[config.mk]
export PLATFORM = sky130hd
export DESIGN_NAME = nrzi_stuff_tx
export DESIGN_NICKNAME = d
export VERILOG_FILES = /design/src/rtl/nst_pkg.sv /design/src/rtl/nst_run_ctr.sv /design/src/rtl/nst_seq.sv /design/src/rtl/nst_line_drv.sv /design/src/rtl/nrzi_stuff_tx.sv
export SDC_FILE = /design/constraint.sdc
export NUM_CORES = 1
export LEC_CHECK = 0
export CORE_AREA = 2 2 59 50
export DETAILED_ROUTE_END_ITERATION = 16
export DIE_AREA = 0 0 61 52
export HOLD_SLACK_MARGIN = 0.02
export PLACE_DENSITY_LB_ADDON = 0.2
export SYNTH_ARGS = -nofsm -noshare
export SYNTH_HDL_FRONTEND = slang
export SYNTH_SLANG_ARGS = --single-unit
[constraint.sdc]
create_clock -name clk_i -period 3.9 [get_ports clk_i]
set_input_delay 0.39 -clock clk_i [delete_from_list [all_inputs] [get_ports clk_i]]
set_output_delay 0.39 -clock clk_i [all_outputs]
set_load 0.03 [all_outputs]
[src/rtl/nst_pkg.sv]
package nst_pkg;
  typedef enum logic [1:0] {
    LINE_SE0 = 2'b00,
    LINE_J   = 2'b01,
    LINE_K   = 2'b10
  } line_e;

  typedef enum logic [1:0] {
    SYM_BIT,
    SYM_SE0,
    SYM_J
  } sym_e;

  typedef enum logic [2:0] {
    PH_IDLE,
    PH_SYNC,
    PH_DATA,
    PH_EOP0,
    PH_EOP1,
    PH_EOPJ,
    PH_DONE
  } phase_e;
endpackage

[src/rtl/nst_run_ctr.sv]
module nst_run_ctr #(
  parameter int unsigned RUN_LEN = 6
) (
  input  logic clk_i,
  input  logic rst_ni,
  input  logic clear_i,
  input  logic step_i,
  input  logic bit_i,
  output logic due_o
);
  localparam int unsigned CW = $clog2(RUN_LEN + 1);

  logic [CW-1:0] cnt_q;

  // a zero (data or stuffed) breaks the run
  always_ff @(posedge clk_i or negedge rst_ni) begin
    if (!rst_ni)                         cnt_q <= '0;
    else if (clear_i || (step_i && !bit_i)) cnt_q <= '0;
    else if (step_i)                     cnt_q <= cnt_q + 1'b1;
  end

  assign due_o = (cnt_q == CW'(RUN_LEN));
endmodule

[src/rtl/nst_seq.sv]
module nst_seq
  import nst_pkg::*;
#(
  parameter int unsigned BYTE_W = 8
) (
  input  logic              clk_i,
  input  logic              rst_ni,
  input  logic              bit_en_i,
  input  logic              valid_i,
  input  logic              last_i,
  input  logic [BYTE_W-1:0] data_i,
  input  logic              due_i,
  output logic              ready_o,
  output logic              clear_o,
  output logic              step_o,
  output logic              bit_step_o,
  output sym_e              sym_o,
  output logic              bit_o,
  output logic              oe_o,
  output logic              stuff_o
);
  localparam int unsigned IW = $clog2(BYTE_W);
  localparam logic [IW-1:0] IDX_END = IW'(BYTE_W - 1);
  localparam logic [BYTE_W-1:0] SYNC_PAT = {1'b1, {(BYTE_W-1){1'b0}}};

  phase_e            ph_q, ph_d;
  logic [IW-1:0]     idx_q, idx_d;
  logic [BYTE_W-1:0] shf_q, shf_d;
  logic              last_q, last_d, cur_last;

  always_ff @(posedge clk_i or negedge rst_ni) begin
    if (!rst_ni) begin
      ph_q   <= PH_IDLE;
      idx_q  <= '0;
      shf_q  <= '0;
      last_q <= 1'b0;
    end else begin
      ph_q   <= ph_d;
      idx_q  <= idx_d;
      shf_q  <= shf_d;
      last_q <= last_d;
    end
  end

  always_comb begin
    ph_d     = ph_q;
    idx_d    = idx_q;
    shf_d    = shf_q;
    last_d   = last_q;
    cur_last = last_q;
    step_o   = 1'b0;
    sym_o    = SYM_BIT;
    bit_o    = 1'b0;
    oe_o     = 1'b1;
    stuff_o  = 1'b0;
    ready_o  = 1'b0;
    clear_o  = 1'b0;
    if (bit_en_i) begin
      case (ph_q)
        PH_IDLE: begin
          oe_o = 1'b0;
          if (valid_i) begin
            step_o  = 1'b1;
            oe_o    = 1'b1;
            clear_o = 1'b1;
            bit_o   = SYNC_PAT[0];
            idx_d   = IW'(1);
            ph_d    = PH_SYNC;
          end
        end
        PH_SYNC: begin
          step_o = 1'b1;
          bit_o  = SYNC_PAT[idx_q];
          idx_d  = idx_q + 1'b1;
          if (idx_q == IDX_END) begin
            idx_d = '0;
            ph_d  = PH_DATA;
          end
        end
        PH_DATA: begin
          step_o = 1'b1;
          if (due_i) begin
            stuff_o = 1'b1;
          end else begin
            if (idx_q == '0) begin
              // byte is taken as its first bit goes out
              ready_o  = 1'b1;
              bit_o    = data_i[0];
              shf_d    = data_i >> 1;
              last_d   = last_i;
              cur_last = last_i;
            end else begin
              bit_o = shf_q[0];
              shf_d = shf_q >> 1;
            end
            idx_d = idx_q + 1'b1;
            if (idx_q == IDX_END) begin
              idx_d = '0;
              if (cur_last) ph_d = PH_EOP0;
            end
          end
        end
        PH_EOP0: begin
          step_o = 1'b1;
          if (due_i) begin
            stuff_o = 1'b1;
          end else begin
            sym_o = SYM_SE0;
            ph_d  = PH_EOP1;
          end
        end
        PH_EOP1: begin
          step_o = 1'b1;
          sym_o  = SYM_SE0;
          ph_d   = PH_EOPJ;
        end
        PH_EOPJ: begin
          step_o = 1'b1;
          sym_o  = SYM_J;
          ph_d   = PH_DONE;
        end
        PH_DONE: begin
          step_o = 1'b1;
          sym_o  = SYM_J;
          oe_o   = 1'b0;
          ph_d   = PH_IDLE;
        end
        default: ph_d = PH_IDLE;
      endcase
    end
  end

  assign bit_step_o = step_o && (sym_o == SYM_BIT);
endmodule

[src/rtl/nst_line_drv.sv]
module nst_line_drv
  import nst_pkg::*;
(
  input  logic  clk_i,
  input  logic  rst_ni,
  input  logic  step_i,
  input  sym_e  sym_i,
  input  logic  bit_i,
  input  logic  oe_i,
  input  logic  stuff_i,
  output line_e line_o,
  output logic  oe_o,
  output logic  stuff_o
);
  line_e line_q, lvl_q, lvl_nxt;
  logic  oe_q, stuff_q;

  // NRZI level kept apart from the line so SE0 does not disturb it
  always_comb lvl_nxt = bit_i ? lvl_q : ((lvl_q == LINE_J) ? LINE_K : LINE_J);

  always_ff @(posedge clk_i or negedge rst_ni) begin
    if (!rst_ni) begin
      line_q  <= LINE_J;
      lvl_q   <= LINE_J;
      oe_q    <= 1'b0;
      stuff_q <= 1'b0;
    end else if (step_i) begin
      oe_q    <= oe_i;
      stuff_q <= stuff_i;
      case (sym_i)
        SYM_BIT: begin
          line_q <= lvl_nxt;
          lvl_q  <= lvl_nxt;
        end
        SYM_SE0: line_q <= LINE_SE0;
        default: begin
          line_q <= LINE_J;
          lvl_q  <= LINE_J;
        end
      endcase
    end
  end

  assign line_o  = line_q;
  assign oe_o    = oe_q;
  assign stuff_o = stuff_q;
endmodule

[src/rtl/nrzi_stuff_tx.sv]
module nrzi_stuff_tx
  import nst_pkg::*;
#(
  parameter int unsigned BYTE_W  = 8,
  parameter int unsigned RUN_LEN = 6
) (
  input  logic              clk_i,
  input  logic              rst_ni,
  input  logic              bit_en_i,
  input  logic [BYTE_W-1:0] data_i,
  input  logic              valid_i,
  input  logic              last_i,
  output logic              ready_o,
  output logic [1:0]        line_o,
  output logic              oe_o,
  output logic              stuff_o
);
  logic  due, clear, step, bit_step, bit_val, oe_nxt, stuff_nxt;
  sym_e  sym;
  line_e line_w;

  nst_seq #(.BYTE_W(BYTE_W)) u_seq (
    .clk_i      (clk_i),
    .rst_ni     (rst_ni),
    .bit_en_i   (bit_en_i),
    .valid_i    (valid_i),
    .last_i     (last_i),
    .data_i     (data_i),
    .due_i      (due),
    .ready_o    (ready_o),
    .clear_o    (clear),
    .step_o     (step),
    .bit_step_o (bit_step),
    .sym_o      (sym),
    .bit_o      (bit_val),
    .oe_o       (oe_nxt),
    .stuff_o    (stuff_nxt)
  );

  nst_run_ctr #(.RUN_LEN(RUN_LEN)) u_run (
    .clk_i   (clk_i),
    .rst_ni  (rst_ni),
    .clear_i (clear),
    .step_i  (bit_step),
    .bit_i   (bit_val),
    .due_o   (due)
  );

  nst_line_drv u_line (
    .clk_i   (clk_i),
    .rst_ni  (rst_ni),
    .step_i  (step),
    .sym_i   (sym),
    .bit_i   (bit_val),
    .oe_i    (oe_nxt),
    .stuff_i (stuff_nxt),
    .line_o  (line_w),
    .oe_o    (oe_o),
    .stuff_o (stuff_o)
  );

  assign line_o = line_w;
endmodule

### After elaboration in Yosys (flattened, before gate mapping)

Memory sizes are Yosys's and may differ from the RTL's.
Cells that the tools add are included.

* output and inout bits: 5
* register bits: 24
* ROM bits: 8
* word-level logic and storage cells: 90
* memories: 1

* equality and inequality tests: 16
* bitwise logic cells: 2
* order comparisons: 1
* reductions and logical operators: 16
* add/sub/neg operators: 2
* multiplexer cells: 43

Memories
* (no name shown): depth 8, width 1, rd ports 1, clocked after Yosys merged registers in 0, write ports 0, RTL line nst_seq.sv:73 `bit_o = SYNC_PAT[idx_q];`

Operators with widths (count)
* two-way mux 3 bit: 10
* two-way mux 1 bit: 21
* one-hot mux 3 bit (6 select lines): 1
* == test 3 bit, second input constant: 5
* one-hot mux 3 bit (3 select lines): 1
* one-hot mux 2 bit (2 select lines): 2
* two-way mux 7 bit: 1
* AND reduction 7 bit: 1
* adder 3 x 1 -> 3 bit, second input constant: 2
* == test 3 x 2 -> 1 bit, second input constant: 2
* logical NOT 3 bit: 2
* two-way mux 2 bit: 3
* != test 2 x 1 -> 1 bit, second input constant: 3
* != test 2 bit, second input constant: 3
* one-hot mux 1 bit (2 select lines): 3
* one-hot mux 2 bit (3 select lines): 1
* OR reduction 6 bit: 1
* == test 2 x 1 -> 1 bit, second input constant: 2
* < comparator 3 x 4 -> 1 bit, second input constant: 1
* AND reduction 4 bit: 1
* OR reduction 2 bit: 2
* == test 3 x 1 -> 1 bit, second input constant: 1
* AND reduction 3 bit: 1
* nonzero test 3 bit: 1
* other kinds (7): 9

### Depth between registers and ports, before layout

Gate-level depths: netlist of the first run.

* word-level depth: 9
* depth in mapped cells: 8

### Cells and area by module

Synthesis of the first run repeated with hierarchy kept, for this count alone.

* cell total of the unflattened synthesis: 142
* area, all modules: 1403.8 um2

By module, submodules not included
* nst_seq: area an instance 932.1 um2, times used 1, cells an instance 99
* nst_line_drv: area an instance 295.3 um2, times used 1, cells an instance 26
* nst_run_ctr: area an instance 176.4 um2, times used 1, cells an instance 17

### Least setup slack after synthesis of the first run

Ideal clock, no wire load.

* path type: register -> register
* from: register u_run.cnt_q[0]
* to: register u_seq.last_q
* library setup time: 0.125 ns
* cell stages (with the launch flop): 7
* setup slack: 1.860 ns
* data arrival time: 1.916 ns
* required time: 3.775 ns
* cells stage by stage: dfrtp_1 > inv_1 > ha_1 > a21oi_1 > nand3_4 > nor3b_2 > mux2_2

* longest elaborated chain between the ends: 3

Ends and longest elaborated chain
* start: declaration: RTL line nst_run_ctr.sv:13 `logic [CW-1:0] cnt_q;`
* start signal: assignment: RTL line nst_run_ctr.sv:19 `else if (step_i) cnt_q <= cnt_q + 1'b1;`
* == test 3 bit: RTL line nst_run_ctr.sv:22 `assign due_o = (cnt_q == CW'(RUN_LEN));`
* inverter 1 bit (no source line)
* AND reduction 3 bit (no source line)
* end signal: assignment: RTL line nst_seq.sv:41 `last_q <= last_d;`
* end: declaration: RTL line nst_seq.sv:29 `logic last_q, last_d, cur_last;`

No other way between the ends.
A chain may end at the register's enable or synchronous reset.

### Worst setup path in the final report of the first run

* from: register u_run.cnt_q[0]
* to: output port ready_o

* longest elaborated chain between the ends: 4

Ends and longest elaborated chain
* == test 3 bit: RTL line nst_run_ctr.sv:22
* two-way mux 1 bit: RTL line nst_seq.sv:82 `if (due_i) begin`
* two-way mux 1 bit: RTL line nst_seq.sv:59 `case (ph_q)`
* two-way mux 1 bit: RTL line nst_seq.sv:58 `if (bit_en_i) begin`
* end: declaration: RTL line nrzi_stuff_tx.sv:13 `output logic ready_o,`

No other way between the ends.

==> summary.md, run 1 <==
| Metric | Value |
|---|---|
| Run status | finished clean |
| Global route overflow | 0 |
| Drt via density | ~5.5 |
| Root Driver | clkbuf_4 |
| IO buf count | 17 |
| Final Hold Vio Count | 0 |
| Avg Inst Size Synth | approximately 9.9 sq um |
| Cts repair resizes | 0 |
| DR WL/cell | around 13 um |
| CTS tree | done |
| Via count | between 1k and 1.5k |
| WHS Path Cells | 2 |
| GRT Total Usage | 0.1853 |
| Most common flop cell mapped by yosys | dfrtp_1 |
| Sink Count | 23 |
| Largest net degree at the start of global routing | 24 |
| Post-Route WL | 2493 um |
| Die Ht | ~52 um |
| Clk slew on worst S/H paths | approximately 0.12 ns |
| Area Growth Syn to Fin | 14.90% |
| Core Region | 2616 sq um |
| Vias in the first global route | a little under 1k |
| Pwr/cell area | about 600 nW/um^2 |
| Most common cell after layout, fill and taps aside | dfrtp_1 |
| Post-Syn Instances | 138 |
| Tightest Pin Transition | just over 1 ns |
| NumNets Final | 171 |
| RR Startpoint | u_seq.idx_q[0] |
| Worst vdd ir | 0.3064 mV |
| Fraction of registers with async set/reset | 1.000 |
| Post-DP HPWL | between 1500 and 2000 um |
| Final Max Tran Viols | 0 |
| Worst reg2reg setup slack | about 1.7 ns |
| Worst-path maximum fanout | 16 |
| Worst Hold Path EP | u_seq.shf_q[3] |
| Max Cap Violations | 0 |
| R2r endpoint | u_line.lvl_q[0] |
| Routed Antenna Nets | 0 |
| Distinct cells, synth | 40 |
| Htree depth | 1 |
| Routability cong. | 0.8600 |
| Buf+Inv Stages, Crit Path | 2 |
| Core Rows | 17 |
| Antenna violations before repair | 0 |
| Achievable Freq | approximately 0.34 GHz |
| Reg2reg path depth | 7 |
| # hold bufs at CTS | 0 |
| Period utilisation layout | 0.7467 |
| Worst EP arrival | ~2.5 ns |
| Cts bufs inserted | 3 |
| Drt drc | 0 |
| EDFF count, synth | 0 |
| DR pass1 iterations | 4 |
| Crit Path Class | flip-flop to output pin |
| CP cell instances | inv_1 -> ha_1 -> a21oi_1 -> nand3_4 -> nor3b_2 -> clkdlybuf4s50_1 |
| Leak pwr | about 0.65 nW |
| Slowest CP cell | clkdlybuf4s50_1 |
| Headroom to the max-slew limit | 0.3171 |
| Crit path time final | 2.912 ns |
| CP startpoint | u_run.cnt_q[0] |
| Syn Std Cell Area | between 1000 and 1500 sq um |
| Min-delay src | u_seq.shf_q[3] |
| Longest Clk Path Bufs | 2 |
| Die ar. | ~3200 sq um |
| Clk_skew | roughly 0.005 ns |
| Final Setup Violations | 0 |
| Synth warnings | 0 |
| CP Capture Type | output pin |
| Worst EP required | about 3.5 ns |
| CP max stage delay | roughly 0.7 ns |
| I/O pin cnt | 18 |
| Initial core utilization | 0.5198 |
| Hold WC Path Type | flip-flop to flip-flop |
| Initial DRC count | 56 |
| Sum Neg Setup Slack | 0 ns |
| Unrepaired setup endpoints after global routing | no |
| Layout cells sized above 1 | 0.1184 |
| Post-CTS setup buffers | 0 |
| Sequential share of the synthesized area | 0.4250 |
| Global-route wire length before repair | around 4400 um |
| Register bit total from synthesis | 23 |
| Most frequent cells in the layout | 21 x dfrtp_1, 19 x nand2_1, 18 x o21ai_0 |
| Antenna cells | 0 |
| Die width | 61 um |
| CP delay by family, top | buffers and inverters |
| Total power | 0.0009403 W |
| Syn Nets | about 160 |
| Clock latency on the worst-skew pair | 0.31 ns |
| Setup crit start kind | flip-flop |
-- tightest hold or removal path: stages, from the launching register on --
cell     delay (ns)
dfrtp_1        0.36
nand2_1        0.05
o21ai_0        0.06
-- layout make-up --
type | instances | area [sq um]
fill | 243 | 1054
multi-input combinational | 103 | 720.7
sequential | 23 | 578.1
timing repair buffer | 17 | 170.2
tap | 38 | 47.55
clock buffer | 3 | 22.52
inverter | 5 | 18.77
clock inverter | 1 | 5.005
-- layer usage --
metal,wire length [um],vias to the layer above,part of all wire,track usage
met2,1148,19,0.46,0.2957
met1,1219,496,0.49,0.2516
met5,0,-,0,0
met4,27,0,0.011,0.03261
met3,98,4,0.039,0.05473
li1,-,518,-,-
-- cell families after synthesis --
kind of cell	count (synthesis)	share of synthesized area
and+or+nand+nor	45	0.1840
AOI/OAI and AO/OA	39	0.1859
DFF	23	0.4250
muxes	13	0.1076
buffers and inverters	12	0.04507
adders and majority gates	5	0.04600
xor gates and xnor gates	1	0.006441
-- flip-flops by register name, summed over array words and instances (netlist names) --
signal / flops
u_line.line_o: 2
u_line.lvl_q: 2
u_line.oe_o: 1
u_line.stuff_o: 1
u_run.cnt_q: 3
u_seq.idx_q: 3
u_seq.last_q: 1
u_seq.ph_q: 3
u_seq.shf_q: 7
-- cell usage after synthesis (all sizes together) (4+ instances only) --
cell	instances	share of area
ha	5	0.046
a21oi	6	0.022
dfrtp	21	0.39
inv	5	0.014
nand3	7	0.035
nand2	19	0.052
buf	4	0.023
nor2	6	0.017
o21ai	21	0.086
mux2i	10	0.083
-- report_power, final --
part           total, W  internal [W]  switching (W)
clock          0.000108     0.0000383      0.0000698
sequential     0.000420      0.000317       0.000103
combinational  0.000413      0.000198       0.000215
total          0.000940      0.000553       0.000387
-- per-stage QoR --
step	hold slack, ns	utilization	std cells	instance area (sq um)	setup slack, ns
6_report	0.4942	0.5973	190	1563	0.9877
5_1_grt	0.5360	0.5973	190	1563	0.8391
4_1_cts	0.5011	0.5973	190	1563	0.9817
3_5_place_dp	0.4711	0.5868	186	1535	1.039
3_3_place_gp	0.4639	0.5868	186	1535	1.071
2_1_floorplan	0.09441	-	138	1360	1.860
-- worst max-delay path by stage --
stage / endpoint / cells after the start
2_1_floorplan: u_seq.last_q / 6
3_3_place_gp: ready_o / 5
3_5_place_dp: ready_o / 5
4_1_cts: ready_o / 6
5_1_grt: ready_o / 6
6_report: ready_o / 6
Power figures use the tool's default switching activity.
==> run 2: changes to the inputs <==
Settings changed: CORE_AREA 2 2 59 50 to 2 2 60 50, DIE_AREA 0 0 61 52 to 0 0 62 52.
Clock period 3.9 ns to 2.84 ns, I/O delays scaled along.
==> run 2 against run 1 <==
Final area up 3.0%. Global-route usage down 1.1 points. Sequential share of layout area decreased by 1.1 points. Via count decreased by 0.68%. Flip-flop and latch count stayed put. Non-clock buffer count is 6 higher. Core utilization up 0.83 points.
==> summary.md, run 2 (same netlist as run 1, synthesis figures left out) <==
| Metric | Value |
|---|---|
| Run status | finished clean |
| Clk_skew | 0.003105 ns (-0.001888 ns) |
| Crit path time final | ~2.4 ns |
| R2r endpoint | u_line.lvl_q[0] |
| Core Region | 2659 sq um (+1.6%) |
| Final Hold Vio Count | 0 (unchanged) |
| Cts bufs inserted | 3 (unchanged) |
| Die width | 62 um (+1.6%) |
| DR WL/cell | 12.61 um (-3.9%) |
| Design area | 1610 sq um (+3.0%) |
| Worst EP required | 2.56 ns (-0.95 ns) |
| NumNets Final | 177 (+3.5%) |
| Most frequent cells in the layout | 21 x dfrtp_1, 19 x nand2_1, 18 x o21ai_0 |
| Post-DP HPWL | 1855 um (+1.8%) |
| RR Startpoint | u_seq.idx_q[0] |
| Largest register by flop count | u_seq.shf_q |
| Max FFs per register | 7 (unchanged) |
| Hold WC Path Type | primary input to asynchronous set/reset pin |
| CTS tree | done |
| Root Driver | clkbuf_4 |
| Antenna violations before repair | 0 (unchanged) |
| Final Util | 0.6056 (+0.008325) |
| Pwr/cell area | 819.8 nW/um^2 (+36%) |
| Core Rows | 17 (unchanged) |
| DR pass1 iterations | 4 (unchanged) |
| Longest Clk Path Bufs | 2 (unchanged) |
| Max Cap Violations | 0 (unchanged) |
| Routed Antenna Nets | 0 (unchanged) |
| Post-CTS setup buffers | 0 (unchanged) |
| Post-Place Cell Area | 1580 sq um (+2.9%) |
| Setup crit start kind | flip-flop |
| Filler cells | 225 (-7.4%) |
| I/O pin cnt | 18 (unchanged) |
| Antenna cells | 0 (unchanged) |
| Multi-input gate area | 720.7 sq um (unchanged) |
| Reg2reg path depth | 8 (+1) |
| # hold bufs at CTS | 0 (unchanged) |
| Register area | 578.1 sq um (unchanged) |
| GRT Total Usage | 0.1743 (-0.01103) |
| Sum Neg Setup Slack | 0 ns (unchanged) |
| Final Max Tran Viols | 0 (unchanged) |
| Total power | 0.001320 W (+40%) |
| Post-Route WL | 2471 um (-0.88%) |
| Crit Path Class | flip-flop to output pin |
| Drt via density | 5.255 (-3.7%) |
| Tightest Pin Transition | 0.6869 ns (-0.3343 ns) |
| Clk slew on worst S/H paths | 0.12 ns (about the same) |
| Leak pwr | 0.7018 nW (+7.4%) |
| Global-route wire length before repair | 4112 um (-6.3%) |
| Via count | 1,030 (-0.68%) |
| Area Growth Syn to Fin | 18.40% |
| Vias in the first global route | 922 (-6.9%) |
| Achievable Freq | 0.4206 GHz |
| Die ar. | 3224 sq um (+1.6%) |
| Headroom to the max-slew limit | 0.5370 (+0.2200) |
| Clock latency on the worst-skew pair | 0.31 ns (about the same) |
| Die Ht | 52 um (unchanged) |
| Period utilisation layout | 0.8371 |
| Drt drc | 0 (unchanged) |
| Initial DRC count | 46 (-18%) |
| Final Setup Violations | 0 (unchanged) |
| IO buf count | 17 (unchanged) |
| Unrepaired setup endpoints after global routing | no |
| Layout cells sized above 1 | 0.1519 (+0.03348) |
| Sink Count | 23 (unchanged) |
| Largest net degree at the start of global routing | 24 (unchanged) |
| Routability cong. | 0.8624 (+0.28%) |
| Initial core utilization | 0.5115 (-0.008318) |
| Most common cell after layout, fill and taps aside | dfrtp_1 |
| Htree depth | 1 (unchanged) |
| Worst EP arrival | 2.09 ns (-0.43 ns) |
| Worst vdd ir | 0.4146 mV (+35%) |
| Worst-path maximum fanout | 16 (unchanged) |
| Global route overflow | 0 (unchanged) |
| CP Capture Type | output pin |
| Cts repair resizes | 0 (unchanged) |
| Worst reg2reg setup slack | 0.89 ns (-0.80 ns) |
==> run 2: cell types whose count changed in the layout (fill, tap and decap cells not counted) <==
cell	change
clkdlybuf4s50_1	-1
dlymetal6s2s_1	+1
buf_4	+6
==> run 2: worst max-delay path by stage <==
stage / startpoint / to / slack, ns / cells after the start
3_5_place_dp: bit_en_i / ready_o / 0.41 / 5
6_report: u_run.cnt_q[0] / ready_o / 0.46 / 6
5_1_grt: u_run.cnt_q[0] / ready_o / 0.28 / 6
3_3_place_gp: bit_en_i / ready_o / 0.46 / 5
4_1_cts: u_run.cnt_q[0] / ready_o / 0.05 / 6
2_1_floorplan: u_run.cnt_q[0] / u_seq.last_q / 0.80 / 6
==> run 2: layer usage <==
layer / vias up / wire (um) / global-route usage
met1: 491 / 1221 / 0.2264
met5: - / 0 / 0
li1: 525 / - / -
met2: 12 / 1155 / 0.2865
met3: 2 / 82 / 0.05224
met4: 0 / 11 / 0.03191
==> run 2: area by class of cell <==
| class | count | share of cell area |
|---|---|---|
| Multi-Input combinational cell | 103 | 0.4476 |
| Sequential cell | 23 | 0.3590 |
| Timing Repair Buffer | 23 | 0.1352 |
| Tap cell | 38 | 0.02953 |
| Clock buffer | 3 | 0.01399 |
| Inverter | 5 | 0.01166 |
| Clock inverter | 1 | 0.003108 |
==> run 2: where the power goes <==
part           internal [W]  leakage (nW)  total (W)  switching, W
registers          0.000436         0.295   0.000504     0.0000677
clock network     0.0000527        0.0177   0.000149     0.0000959
logic              0.000304         0.389   0.000668      0.000364
==> run 2: worst max-delay path, cell delays in order (launching register included) <==
cell and delay, ns:
dfrtp_1 0.41, inv_1 0.06, ha_1 0.23, a21oi_1 0.29, nand3_4 0.23, nor3b_2 0.24, dlymetal6s2s_1 0.32
==> run 2: stage by stage <==
stage / cells / setup WS [ns] / hold slack (ns)
6_report: 196 / 0.4626 / 0.3078
5_1_grt: 196 / 0.2775 / 0.2973
4_1_cts: 196 / 0.04838 / 0.3017
3_5_place_dp: 192 / 0.4070 / 0.4777
3_3_place_gp: 192 / 0.4633 / 0.4636
2_1_floorplan: 138 / 0.7996 / -0.01159
